<file path="src/rtl/brk_pkg.sv">
package brk_pkg;
  typedef enum logic [1:0] {
    KIND_NONE  = 2'b00,
    KIND_FETCH = 2'b01,
    KIND_DATA  = 2'b10,
    KIND_RSV   = 2'b11
  } kind_e;

  localparam logic [1:0] DIR_RD  = 2'b01;
  localparam logic [1:0] DIR_WR  = 2'b10;
  localparam logic [1:0] SZ_ANY  = 2'b00;
  localparam logic [1:0] SZ_BYTE = 2'b01;
  localparam logic [1:0] SZ_WORD = 2'b10;

  localparam int CTRL_SEQ_BIT = 0;
  localparam int CTRL_DBE_BIT = 1;

  localparam int SEL_CTRL    = 0;
  localparam int SEL_CHAN0   = 1;
  localparam int CHAN_STRIDE = 4;
  localparam int OFS_ASID    = 0;
  localparam int OFS_ADDR    = 1;
  localparam int OFS_MASK    = 2;
  localparam int OFS_COND    = 3;
  localparam int SEL_BDATA   = 9;
  localparam int SEL_BDMASK  = 10;

  // condition register layout: [6] post, [5:4] class, [3:2] dir, [1:0] size
  typedef struct packed {
    logic       post;
    logic [1:0] kind;
    logic [1:0] dir;
    logic [1:0] size;
  } cond_t;
endpackage

</file>
<file path="src/rtl/brk_chan.sv">
module brk_chan
  import brk_pkg::*;
#(
  parameter int AW         = 32,
  parameter int DW         = 32,
  parameter int IW         = 8,
  parameter int SELW       = 4,
  parameter int BASE       = 1,
  parameter bit HAS_DATA   = 1'b0,
  parameter int MASK1_LSBS = 10,
  parameter int MASK2_LSBS = 12
) (
  input  logic            clk,
  input  logic            rst_n,
  input  logic            cfg_we,
  input  logic [SELW-1:0] cfg_sel,
  input  logic [DW-1:0]   cfg_wdata,
  input  logic            dbe,
  input  logic            bus_valid,
  input  logic [AW-1:0]   bus_addr,
  input  logic [IW-1:0]   bus_asid,
  input  logic [1:0]      bus_kind,
  input  logic [1:0]      bus_dir,
  input  logic [1:0]      bus_size,
  input  logic [DW-1:0]   bus_data,
  output logic            hit,
  output logic            post_sel
);
  localparam logic [SELW-1:0] S_ASID = SELW'(BASE + OFS_ASID);
  localparam logic [SELW-1:0] S_ADDR = SELW'(BASE + OFS_ADDR);
  localparam logic [SELW-1:0] S_MASK = SELW'(BASE + OFS_MASK);
  localparam logic [SELW-1:0] S_COND = SELW'(BASE + OFS_COND);

  logic [IW-1:0] asid_q;
  logic [AW-1:0] addr_q;
  logic [1:0]    mask_q;
  cond_t         cond_q;
  logic          asid_ok, addr_ok, cond_ok, data_ok;

  function automatic logic addr_eq(input logic [AW-1:0] a, input logic [AW-1:0] r,
                                   input logic [1:0] code);
    logic [AW-1:0] keep;
    keep = '1;
    case (code)
      2'b01:   keep = {AW{1'b1}} << MASK1_LSBS;
      2'b10:   keep = {AW{1'b1}} << MASK2_LSBS;
      default: keep = '1;
    endcase
    return ((a ^ r) & keep) == '0;
  endfunction

  function automatic logic cond_eq(input cond_t c, input logic [1:0] k,
                                   input logic [1:0] d, input logic [1:0] s);
    logic k_ok, d_ok, s_ok;
    k_ok = (c.kind == k) && (c.kind == KIND_FETCH || c.kind == KIND_DATA);
    d_ok = (c.dir == d) && (c.dir == DIR_RD || c.dir == DIR_WR);
    s_ok = (c.size == SZ_ANY) || (c.size == s);
    return k_ok && d_ok && s_ok;
  endfunction

  function automatic logic data_eq(input logic [DW-1:0] d, input logic [DW-1:0] r,
                                   input logic [DW-1:0] m, input logic [1:0] s);
    logic [DW-1:0] lanes;
    lanes = '1;
    if (s == SZ_BYTE)      lanes = DW'({8{1'b1}});
    else if (s == SZ_WORD) lanes = DW'({16{1'b1}});
    return ((d ^ r) & ~m & lanes) == '0;
  endfunction

  always_ff @(posedge clk or negedge rst_n) begin
    if (!rst_n) begin
      asid_q <= '0;
      addr_q <= '0;
      mask_q <= '0;
      cond_q <= '0;
    end else if (cfg_we) begin
      if (cfg_sel == S_ASID) asid_q <= cfg_wdata[IW-1:0];
      if (cfg_sel == S_ADDR) addr_q <= cfg_wdata[AW-1:0];
      if (cfg_sel == S_MASK) mask_q <= cfg_wdata[1:0];
      if (cfg_sel == S_COND) cond_q <= cond_t'(cfg_wdata[6:0]);
    end
  end

  generate
    if (HAS_DATA) begin : g_data
      logic [DW-1:0] dval_q, dmask_q;
      always_ff @(posedge clk or negedge rst_n) begin
        if (!rst_n) begin
          dval_q  <= '0;
          dmask_q <= '0;
        end else if (cfg_we) begin
          if (cfg_sel == SELW'(SEL_BDATA))  dval_q  <= cfg_wdata;
          if (cfg_sel == SELW'(SEL_BDMASK)) dmask_q <= cfg_wdata;
        end
      end
      assign data_ok = !(dbe && bus_kind == KIND_DATA) ||
                       data_eq(bus_data, dval_q, dmask_q, bus_size);
    end else begin : g_nodata
      logic unused_data;
      assign unused_data = ^{bus_data, dbe};
      assign data_ok = 1'b1;
    end
  endgenerate

  assign asid_ok  = (bus_asid == asid_q);
  assign addr_ok  = addr_eq(bus_addr, addr_q, mask_q);
  assign cond_ok  = cond_eq(cond_q, bus_kind, bus_dir, bus_size);
  assign hit      = bus_valid && asid_ok && addr_ok && cond_ok && data_ok;
  assign post_sel = cond_q.post && (cond_q.kind == KIND_FETCH);
endmodule

</file>
<file path="src/rtl/brk_evt.sv">
module brk_evt (
  input  logic clk,
  input  logic rst_n,
  input  logic hit,
  input  logic post_sel,
  input  logic insn_done,
  output logic ev,
  output logic fire
);
  logic pend_q, fire_q, pre_ev;

  assign pre_ev = hit && !post_sel;

  always_ff @(posedge clk or negedge rst_n) begin
    if (!rst_n) begin
      pend_q <= 1'b0;
      fire_q <= 1'b0;
    end else begin
      fire_q <= pend_q && insn_done;
      pend_q <= (pend_q && !insn_done) || (hit && post_sel);
    end
  end

  assign fire = fire_q;
  assign ev   = pre_ev || fire_q;
endmodule

</file>
<file path="src/rtl/brk_watch.sv">
module brk_watch
  import brk_pkg::*;
#(
  parameter int AW         = 32,
  parameter int DW         = 32,
  parameter int IW         = 8,
  parameter int SELW       = 4,
  parameter int MASK1_LSBS = 10,
  parameter int MASK2_LSBS = 12
) (
  input  logic            clk,
  input  logic            rst_n,
  input  logic            cfg_we,
  input  logic [SELW-1:0] cfg_sel,
  input  logic [DW-1:0]   cfg_wdata,
  input  logic            bus_valid,
  input  logic [AW-1:0]   bus_addr,
  input  logic [IW-1:0]   bus_asid,
  input  logic [1:0]      bus_kind,
  input  logic [1:0]      bus_dir,
  input  logic [1:0]      bus_size,
  input  logic [DW-1:0]   bus_data,
  input  logic            insn_done,
  output logic            brk_req
);
  localparam int NCH = 2;

  logic [1:0]     ctrl_q;
  logic           seq_mode, dbe, ctrl_wr, armed_q;
  logic [NCH-1:0] hit_v, post_v, ev_v, fire_v;

  assign ctrl_wr  = cfg_we && (cfg_sel == SELW'(SEL_CTRL));
  assign seq_mode = ctrl_q[CTRL_SEQ_BIT];
  assign dbe      = ctrl_q[CTRL_DBE_BIT];

  always_ff @(posedge clk or negedge rst_n) begin
    if (!rst_n)       ctrl_q <= '0;
    else if (ctrl_wr) ctrl_q <= cfg_wdata[1:0];
  end

  generate
    for (genvar g = 0; g < NCH; g++) begin : g_ch
      brk_chan #(
        .AW(AW), .DW(DW), .IW(IW), .SELW(SELW),
        .BASE(SEL_CHAN0 + g * CHAN_STRIDE),
        .HAS_DATA(g == NCH - 1),
        .MASK1_LSBS(MASK1_LSBS), .MASK2_LSBS(MASK2_LSBS)
      ) u_chan (
        .clk(clk), .rst_n(rst_n), .cfg_we(cfg_we), .cfg_sel(cfg_sel),
        .cfg_wdata(cfg_wdata), .dbe(dbe), .bus_valid(bus_valid),
        .bus_addr(bus_addr), .bus_asid(bus_asid), .bus_kind(bus_kind),
        .bus_dir(bus_dir), .bus_size(bus_size), .bus_data(bus_data),
        .hit(hit_v[g]), .post_sel(post_v[g])
      );
      brk_evt u_evt (
        .clk(clk), .rst_n(rst_n), .hit(hit_v[g]), .post_sel(post_v[g]),
        .insn_done(insn_done), .ev(ev_v[g]), .fire(fire_v[g])
      );
    end
  endgenerate

  assign brk_req = seq_mode ? (ev_v[1] && armed_q) : (ev_v[0] || ev_v[1]);

  always_ff @(posedge clk or negedge rst_n) begin
    if (!rst_n)                      armed_q <= 1'b0;
    else if (ctrl_wr)                armed_q <= 1'b0;
    else if (seq_mode && brk_req)    armed_q <= 1'b0;
    else if (seq_mode && ev_v[0])    armed_q <= 1'b1;
  end
endmodule

</file>
<file path="config.mk">
export PLATFORM = sky130hd
export DESIGN_NAME = brk_watch
export DESIGN_NICKNAME = d
export VERILOG_FILES = /design/src/rtl/brk_pkg.sv /design/src/rtl/brk_chan.sv /design/src/rtl/brk_evt.sv /design/src/rtl/brk_watch.sv
export SDC_FILE = /design/constraint.sdc
export NUM_CORES = 1
export LEC_CHECK = 0
export BUFFER_PORTS_ARGS = -buffer_cell sky130_fd_sc_hd__buf_2
export CAP_MARGIN = 20
export CORE_ASPECT_RATIO = 0.6
export CORE_MARGIN = 5
export CORE_UTILIZATION = 54
export CTS_CLUSTER_DIAMETER = 50
export DETAILED_ROUTE_END_ITERATION = 6
export MAX_ROUTING_LAYER = met4
export PLACE_DENSITY = 0.86
export SLEW_MARGIN = 20
export SYNTH_ARGS = -nofsm -noshare
export SYNTH_HDL_FRONTEND = slang
export SYNTH_SLANG_ARGS = --single-unit
</file>
<file path="constraint.sdc">
create_clock -name clk -period 2 [get_ports clk]
set_input_delay 0.2 -clock clk [delete_from_list [all_inputs] [get_ports clk]]
set_output_delay 0.2 -clock clk [all_outputs]
set_load 0.01 [all_outputs]
</file>
# --- Word-level counts from Yosys, hierarchy flattened ---
# Cells that the tools add are included.
classes:
  n_mux: 8
  reduce_logical: 63
  eq_ne: 33
  bitwise_logic: 8
ops:
  columns: ["cell", "n"]
  rows:
  - ["32-bit AND", 4]
  - ["32-bit zero test", 3]
  - ["32-bit XOR", 3]
  - ["32-bit two-way mux", 2]
  - ["12-bit case mux with 2 select lines", 2]
  - ["32-bit inverter", 1]
  - ["1-bit logical AND", 30]
  - ["2-bit AND reduction", 10]
  - ["2-bit equality test, second input constant", 8]
  - ["4-bit by 3-bit equality test with 1-bit output, second input constant", 4]
  - ["8-bit equality test", 2]
  - ["2-bit by 1-bit equality test with 1-bit output, second input constant", 7]
  - ["2-bit equality test", 6]
  - ["4-bit equality test, second input constant", 3]
  - ["1-bit logical OR", 12]
  - ["4-bit by 2-bit equality test with 1-bit output, second input constant", 2]
  - ["4-bit by 1-bit equality test with 1-bit output, second input constant", 1]
  - ["1-bit zero test", 4]
  - ["2-bit zero test", 2]
  - ["4-bit zero test", 1]
  - ["1-bit two-way mux", 4]
  - ["3-bit nonzero test", 1]
word_totals:
  word_cells: 134
  inputBits: 119
  ff_bits: 169

# --- Longest topological paths before layout ---
# Gate-level depths: netlist of run 1.
depth:
  depth_word: 14
  ltp_mapped: 8
  mapped_depth_nobuf: 8

# --- Modules after synthesis ---
# A second synthesis of run 1 with hierarchy kept.
unflattened:
  cells_unflattened: 590
  area_unflattened_um2: 7995.2
modules_own_cells:
  columns: ["mod", "cells_each", "area_each_um2", "instances", "seq_area_each_um2"]
  rows:
  - ["brk_chan at g_ch[1].u_chan", 379, 5220.0, 1, 2827.7]
  - ["brk_chan at g_ch[0].u_chan", 181, 2457.4, 1, 1226.2]
  - ["brk_evt", 8, 80.1, 2, 50.0]
  - ["brk_watch", 14, 157.7, 1, 75.1]

# --- Worst setup path after synthesis of run 1 ---
# Ideal clock, no wire load.
synth_path:
  path_kind: "register to output"
  start: "register g_ch[0].u_chan.cond_q[4] (netlist name)"
  end: "output port brk_req"
  setup_slack_ns: 0.047
  required_time_ns: 1.800
  n_path_buf: 0
  stages_incl_launch_ff: 8
  t_arrival_ns: 1.753
  cell_sequence: "dfrtp_1 > ha_1 > nor3b_1 > nand4_1 > nor4_2 > a21oi_1 > or2_0 > a22oi_2"
synth_between:
  elab_chain_cells: 10
  elab_cells_between_ends: 14
synth_rtl:
  columns: ["item", "line_no", "source"]
  rows:
  - ["start, declared", "brk_chan.sv:37", "cond_t cond_q;"]
  - ["start signal, assigned", "brk_chan.sv:80", "if (cfg_sel == S_COND) cond_q <= cond_t'(cfg_wdata[6:0]);"]
  - ["2-bit by 1-bit equality test with 1-bit output / 2-bit equality test (equally long branches)", "brk_chan.sv:55, brk_chan.sv:109", null]
  - ["1-bit logical OR", "brk_chan.sv:55", "k_ok = (c.kind == k) && (c.kind == KIND_FETCH || c.kind == KIND_DATA);"]
  - ["1-bit logical AND", "brk_chan.sv:55", null]
  - ["1-bit logical AND (2 in series)", "brk_chan.sv:58", "return k_ok && d_ok && s_ok;"]
  - ["1-bit logical AND", "brk_chan.sv:108", "assign hit = bus_valid && asid_ok && addr_ok && cond_ok && data_ok;"]
  - ["1-bit logical AND *", "brk_evt.sv:12", "assign pre_ev = hit && !post_sel;"]
  - ["1-bit logical OR *", "brk_evt.sv:25", "assign ev = pre_ev || fire_q;"]
  - ["1-bit logical OR *", "brk_watch.sv:62", "assign brk_req = seq_mode ? (ev_v[1] && armed_q) : (ev_v[0] || ev_v[1]);"]
  - ["1-bit two-way mux *", "brk_watch.sv:62", null]
  - ["end, declared", "brk_watch.sv:24", "output logic brk_req"]
# Every way passes the cells marked *; elsewhere a longest branch is shown, timed or not.

# --- Worst setup path in the final report of run 1 ---
layout_path:
  start: "register g_ch[1].u_chan.cond_q[4] (netlist name)"
  end: "output port brk_req"
layout_between:
  elab_chain_cells: 11
  elab_cells_between_ends: 16
layout_rtl:
  columns: ["item", "line_no"]
  rows:
  - ["start, declared", "brk_chan.sv:37"]
  - ["start signal, assigned", "brk_chan.sv:80"]
  - ["2-bit by 1-bit equality test with 1-bit output / 2-bit equality test (equally long branches)", "brk_chan.sv:55, brk_chan.sv:109"]
  - ["1-bit logical OR", "brk_chan.sv:55"]
  - ["1-bit logical AND", "brk_chan.sv:55"]
  - ["1-bit logical AND (2 in series)", "brk_chan.sv:58"]
  - ["1-bit logical AND (2 in series)", "brk_chan.sv:108"]
  - ["1-bit logical AND *", "brk_evt.sv:12"]
  - ["1-bit logical OR *", "brk_evt.sv:25"]
  - ["1-bit logical OR / 1-bit logical AND (equally long branches)", "brk_watch.sv:62"]
  - ["1-bit two-way mux *", "brk_watch.sv:62"]
# Marks and branches as above.

==> run_results.csv, run 1 <==
group,metric,value,unit
status,status,"complete, but fails checks",
status,violations,"negative setup slack",
timing,post-route-min-period,2.836,ns
worst_setup_path,cpPeakStageDelay,0.42,ns
power,p_leak,4.414,nW
grt,grt_pass1_vias,6152,
die,ioPinCount,120,
worst_setup_path,arrival,2.64,ns
synthesis,avgSynthCellArea,13.55,sq um
die,start_util,54.97,%
place,io_buffers,119,
timing,clock_skew,0.006270,ns
worst_setup_path,crit_required,1.80,ns
worst_setup_path,end_kind,"output pin",
die,die_h,103.9,um
timing,hold_violations,0,
synthesis,synthCells,585,
final_layout,drive_above_1_share,51.37,%
power,peakVddDrop,0.0006251,V
worst_setup_path,crit_fanout,3,
grt,grt_max_degree,63,
power,total_power,10.34,mW
synthesis,synth_seq_area_share,53.35,%
cts,cts.sinks,169,
worst_setup_path,criticalPathCategory,"register to output pin",
die,core,0.01442,sq mm
worst_setup_path,cp_slowest_cell,"dfrtp_1",
synthesis,synth_ff_type,"dfrtp_1",
power,pwr_density_cell,1043,mW/mm^2
timing,rsz0062_at_grt,"true",
synthesis,synth_nets,709,
hold_path,hold_path.class,"input port to register",
synthesis,synth_edf_count,0,
die,dieArea,0.01728,sq mm
die,die-width,166.4,um
cts,cts_tree,"built",
synthesis,netlist_area,0.007928,sq mm
cts,clockBufferDepth,2,
die,placementRows,34,
job,max_cap_violations,0,
cts,cts-htree-levels,4,
cts,path_clk_slew,0.07,ns
grt,overflow,0,
timing,holdWs,0.04687,ns
final_layout,layout_common_cells,"dfrtp_1, mux2_2, buf_2, xnor2_1, xor2_1",
final_layout,antenna_cells,0,
drt,via_per_inst,5.691,
place,routabilityCongestion,0.8653,
final_layout,layout.cells.non_filler,963,
worst_setup_path,crit_chain,"ha_1 > nand3b_1 > nor3_2 > nand3_2 > nor4_4 > a31oi_2 > a22oi_2 > buf_2",
synthesis,ys_types,40,
grt,grt_pass1_wl,33.20,mm
drt,routed_wirelength,21.52,mm
final_layout,layout_commonest_cell,"dfrtp_1",
timing,slew_violations,0,
place,dpl_cell_area,0.009009,sq mm
place,dp_hpwl,15.35,mm
timing,tightest_slew,0.6084,ns
place,preCtsSetupSlack,-0.4520,ns
final_layout,design_area,0.009920,sq mm
final_layout,final_core_util,68.78,%
timing,setup_viol,4,
drt,drt-pass1-iter-count,5,
final_layout,fin_nets,876,
timing,fmax,352.6,MHz
final_layout,nFillCells,953,
drt,wire_per_inst,22.35,um
cts,clock_latency,0.42,ns
synthesis,synth-async-reset-ratio,100.0,%
timing,slew-limit-headroom,59.44,%
grt,antenna_found_initial,0,
synthesis,synth_warnings,0,
grt,grt_usage,25.42,%
timing,finalCritPeriodShare,141.8,%
drt,vias,5480,
place,placed_cells_incl_taps,917,
final_layout,area_delta_synth_final,25.13,%
drt,initialDrtViolationCount,332,
cts,cts_inserted_buffers,17,
synthesis,ys_seq_elements,169,
cts,cts-root-buf,"clkbuf_16",
drt,ant_nets,0,
timing,fin_setup_tns,-1.627,ns
drt,drc,0,
timing,worst_slack,-0.8364,ns
worst_setup_path,startpoint_type,"register",
## final cells by class
cell class	instances	area, sq um	area share [%]
Clock buffer	19	452.9	4.566
Clock inverter	13	133.9	1.350
Inverter	11	41.29	0.4162
Multi-Input combinational cell	389	3780	38.11
Sequential cell	169	4229	42.63
Tap cell	198	247.7	2.497
Timing Repair Buffer	164	1035	10.43
## kinds of logic (layout without fill, tap and decap cells)
family | after synthesis | in the layout | share of synthesized area [%]
AO/OA/AOI/OAI | 42 | 42 | 3.535
XOR/XNOR | 116 | 116 | 12.82
flip-flops | 169 | 169 | 53.35
buffers and inverters | 27 | 207 | 1.420
adder cells (fa/ha/maj) | 5 | 5 | 0.7891
AND/OR/NAND/NOR | 64 | 64 | 5.082
multiplexers | 162 | 162 | 23.01
## power breakdown
part           leakage, nW  internal, mW  switching (mW)  total (mW)
Combinational         2.05          1.30            1.03        2.34
Sequential            2.08          4.20           0.554        4.75
Clock                0.285          1.82            1.44        3.26
## cells in the mapped netlist (7+ instances only)
master | n | share of area, %
dfrtp_1 | 169 | 53
o21ai_0 | 8 | 0.51
xor2_1 | 47 | 5.2
inv_1 | 11 | 0.52
xnor2_1 | 69 | 7.6
nor4_1 | 13 | 1.0
buf_2 | 9 | 0.57
nand4_1 | 9 | 0.71
mux2_2 | 162 | 23
nand2_1 | 7 | 0.33
clkbuf_1 | 7 | 0.33
o22ai_1 | 17 | 1.3
## worst max-delay path: cells and delay by family (launching register included)
kind	cells	cell delay, ns
AOI/OAI and AO/OA	2	0.40
adders and majority gates	1	0.32
buffers and inverters	1	0.17
DFF	1	0.42
and+or+nand+nor	4	0.90
## registers in the layout (all words and copies together), names as in the netlist
register	cells
ctrl_q	2
g_ch.u_evt.fire	2
g_ch.u_chan.g_data.dmask_q	32
armed_q	1
g_ch.u_chan.g_data.dval_q	32
g_ch.u_chan.addr_q	64
g_ch.u_chan.asid_q	16
g_ch.u_chan.cond_q	14
g_ch.u_evt.pend_q	2
g_ch.u_chan.mask_q	4
## final timing paths
| check | end | from | cells past startpoint | slack, ns |
|---|---|---|---|---|
| max in group asynchronous | g_ch[0].u_chan.addr_q[19] | rst_n | 3 | 1.01 |
| worst max register to register | g_ch[1].u_evt.pend_q | g_ch[1].u_chan.g_data.dval_q[6] | 14 | -0.43 |
| worst max-delay path | brk_req | g_ch[1].u_chan.cond_q[4] | 8 | -0.84 |
| worst min-delay path | g_ch[1].u_chan.g_data.dval_q[30] | cfg_wdata[30] | 2 | 0.05 |
| min in group asynchronous | g_ch[1].u_chan.g_data.dval_q[12] | rst_n | 2 | 0.33 |
| worst min register to register | g_ch[1].u_chan.g_data.dmask_q[17] | g_ch[1].u_chan.g_data.dmask_q[17] | 1 | 0.51 |
## layer usage
layer	up-vias	global-route usage (%)	share of wire (%)	routed length, um
met5	-	-	0	0
met4	0	7.239	2.3	491
met3	43	7.292	8.6	1860
met2	239	38.58	47	10120
met1	2762	33.80	42	9052
li1	2436	-	-	-
## what timing repair did
action,in CTS,in global routing
pin swaps,12,19
endpoints found under the setup margin,3,3
endpoints found under the hold margin,58,0
setup buffers,10,3
hold buffers,1,0
gates resized for setup,21,19
No activity file was read; power rests on OpenSTA's default activity.
==> run 2: changes to the inputs <==
CORE_UTILIZATION = 45   (was 54)
PLACE_DENSITY = 0.75   (was 0.86)
==> run 2 against run 1 <==
Against the previous run: the run still ends with negative setup slack left; combinational power down 3%; worst hold slack got worse by 0.018 ns; clock-buffer cell count unchanged; die area rose by 18%; register-to-register slack gained 0.13 ns; routed wire length fell by 0.71%; largest cell class unchanged; sequential share of layout area rose by 0.31 points; fmax fell by 3.1%; critical path depth is the same; final area is 0.72% lower; utilization is 12 points lower; setup slack worse by 0.091 ns.
==> run_results.csv, run 2 (synthesis results as in run 1) <==
group,metric,value,unit
power,p_sw,2.952,mW
final_layout,final_core_util,57.19,%
power,p_seq_share,45.9,%
worst_setup_path,reg2reg_to,"armed_q",
grt,grt_pass1_wl,33.84,mm
timing,slew_violations,0,
worst_setup_path,crit_end,"brk_req",
cts,clock_latency,0.43,ns
timing,hold_violations,0,
timing,tightest_slew,0.5720,ns
timing,worst_slack,-0.9279,ns
worst_setup_path,path_depth,8,
drt,initialDrtViolationCount,265,
power,peakVddDrop,0.0005279,V
status,status,"complete, but fails checks",
drt,routed_wirelength,21.37,mm
place,placed_cells_incl_taps,967,
power,combinationalPowerShare,22.2,%
grt,grt_max_degree,57,
place,io_buffers,119,
final_layout,top_register,"g_ch.u_chan.addr_q",
die,die-width,181.4,um
cts,cts_inserted_buffers,17,
grt,grt_usage,22.00,%
grt,overflow,0,
job,max_cap_violations,0,
cts,cts.sinks,169,
worst_setup_path,crit_required,1.80,ns
place,dp_hpwl,15.88,mm
power,switching_share,28.70,%
final_layout,reg_top3,"g_ch.u_chan.addr_q x64, g_ch.u_chan.g_data.dmask_q x32, g_ch.u_chan.g_data.dval_q x32",
worst_setup_path,crit_start,"g_ch[0].u_chan.addr_q[11]",
worst_setup_path,cpLargestDelayFamily,"simple AND/OR/NAND/NOR gates",
status,violations,"negative setup slack",
worst_setup_path,crit_chain,"xnor2_1 > a21oi_1 > or3_4 > nor4_4 > a21oi_1 > or2_0 > a22oi_2 > buf_2",
die,start_util,46.03,%
power,clock_power_share,32.0,%
drt,wire_per_inst,21.31,um
power,p_leak,4.375,nW
cts,cts-htree-levels,4,
place,dpl_cell_area,0.009146,sq mm
final_layout,layout_commonest_cell,"dfrtp_1",
cts,cts-root-buf,"clkbuf_16",
drt,ant_nets,0,
worst_setup_path,arrival,2.73,ns
worst_setup_path,cp_slowest_cell,"or3_4",
worst_setup_path,worst-path-buf-inv,1,
final_layout,layout.cells.non_filler,1003,
final_layout,design_area,0.009848,sq mm
final_layout,drive_above_1_share,49.22,%
worst_setup_path,startpoint_type,"register",
timing,post-route-min-period,2.928,ns
final_layout,nFillCells,1404,
worst_setup_path,rr_worst_depth,9,
die,ioPinCount,120,
power,total_power,10.28,mW
timing,finalCritPeriodShare,146.4,%
timing,clock_skew,0.006962,ns
worst_setup_path,cp_common_cell,"a21oi_1",
cts,cts_tree,"built",
worst_setup_path,criticalPathCategory,"register to output pin",
final_layout,largest_reg_flops,64,
timing,rsz0062_at_grt,"true",
drt,vias,5401,
worst_setup_path,cpPeakStageDelay,0.43,ns
drt,via_per_inst,5.385,
place,routabilityCongestion,0.8995,
die,die_h,112.8,um
timing,slew-limit-headroom,61.86,%
die,placementRows,37,
worst_setup_path,end_kind,"output pin",
hold_path,hold_path.class,"input port to register",
grt,antenna_found_initial,0,
grt,grt_pass1_vias,5945,
die,dieArea,0.02046,sq mm
final_layout,fin_nets,879,
timing,setup_viol,2,
worst_setup_path,regToRegStartpoint,"g_ch[1].u_chan.g_data.dval_q[9]",
final_layout,area_delta_synth_final,24.23,%
cts,path_clk_slew,0.06,ns
timing,holdWs,0.02883,ns
die,core,0.01722,sq mm
power,internal-power,7.332,mW
power,pwr_density_cell,1044,mW/mm^2
cts,clockBufferDepth,2,
worst_setup_path,ff2ff_setup_slack,-0.30,ns
final_layout,layout_common_cells,"dfrtp_1, mux2_2, buf_2, xnor2_1, xor2_1",
timing,fmax,341.5,MHz
drt,drc,0,
drt,drt-pass1-iter-count,5,
worst_setup_path,crit_fanout,2,
-- run 2: changes by cell type in the layout (fill, tap and decap cells not counted), moves of 2 or more --
cell and delta:
buf_4 +12, buf_6 -8, clkbuf_1 +2, clkbuf_8 -2, inv_8 -2, nor4_1 +4
nor4_2 -5, xnor2_1 +6, xnor2_2 -6
-- run 2: timing repair --
item / 4_1_cts / 5_1_grt
buffers inserted: 1 / 2
setup endpoints to repair: 3 / 4
pin swaps: 8 / 13
hold buffers: 1 / 0
gates resized for setup: 2 / 13
endpoints found under the hold margin: 53 / 0
-- run 2: cell type report --
class	instances	area, sq um	share of cell area (%)
diodes	1	2.502	0.02541
multi-input cells	389	3690	37.47
inverters	11	41.29	0.4193
flip-flops and latches	169	4229	42.94
repair buffers	167	1015	10.30
well taps	234	292.8	2.973
clock buffers	19	432.9	4.396
clock inverters	13	145.1	1.474
-- run 2: worst min-delay path by stage --
stage / slack [ns] / end / cells past startpoint / start
after detailed placement: 0.21 / g_ch[1].u_chan.g_data.dmask_q[9] / 1 / rst_n
final: 0.03 / g_ch[1].u_evt.pend_q / 2 / insn_done
after global routing: 0.04 / g_ch[1].u_evt.pend_q / 2 / insn_done
after floorplan: -0.1 / armed_q / 0 / rst_n
after CTS: 0.02 / g_ch[1].u_evt.pend_q / 2 / insn_done
after global placement: 0.20 / g_ch[1].u_chan.g_data.dmask_q[9] / 1 / rst_n
-- run 2: metal layers --
layer | vias to the layer above | routed length (um) | GRT usage, % | part of all wire (%)
met5 | - | 0 | - | 0
met4 | 0 | 257 | 5.697 | 1.2
met3 | 28 | 1387 | 4.240 | 6.5
met2 | 176 | 9501 | 32.27 | 44
met1 | 2771 | 10220 | 31.65 | 48
li1 | 2426 | - | - | -
-- run 2: metrics by stage --
step / TNS, ns / setup WS, ns
global placement: -0.8376 / -0.5096
CTS: -1.184 / -0.9026
global route: -1.569 / -1.000
finish: -1.223 / -0.9279
floorplan: 0 / 0.04685
detailed placement: -1.031 / -0.5780
-- run 2: power by group through the flow --
stage / combinational, mW / clock [mW] / sequential [mW]
after global placement: 2.11 / 0 / 4.69
after floorplan: 1.42 / 0 / 4.63
after CTS: 2.24 / 3.32 / 4.71
after global routing: 2.49 / 3.48 / 4.81
final: 2.28 / 3.29 / 4.72
after detailed placement: 2.19 / 0 / 4.77
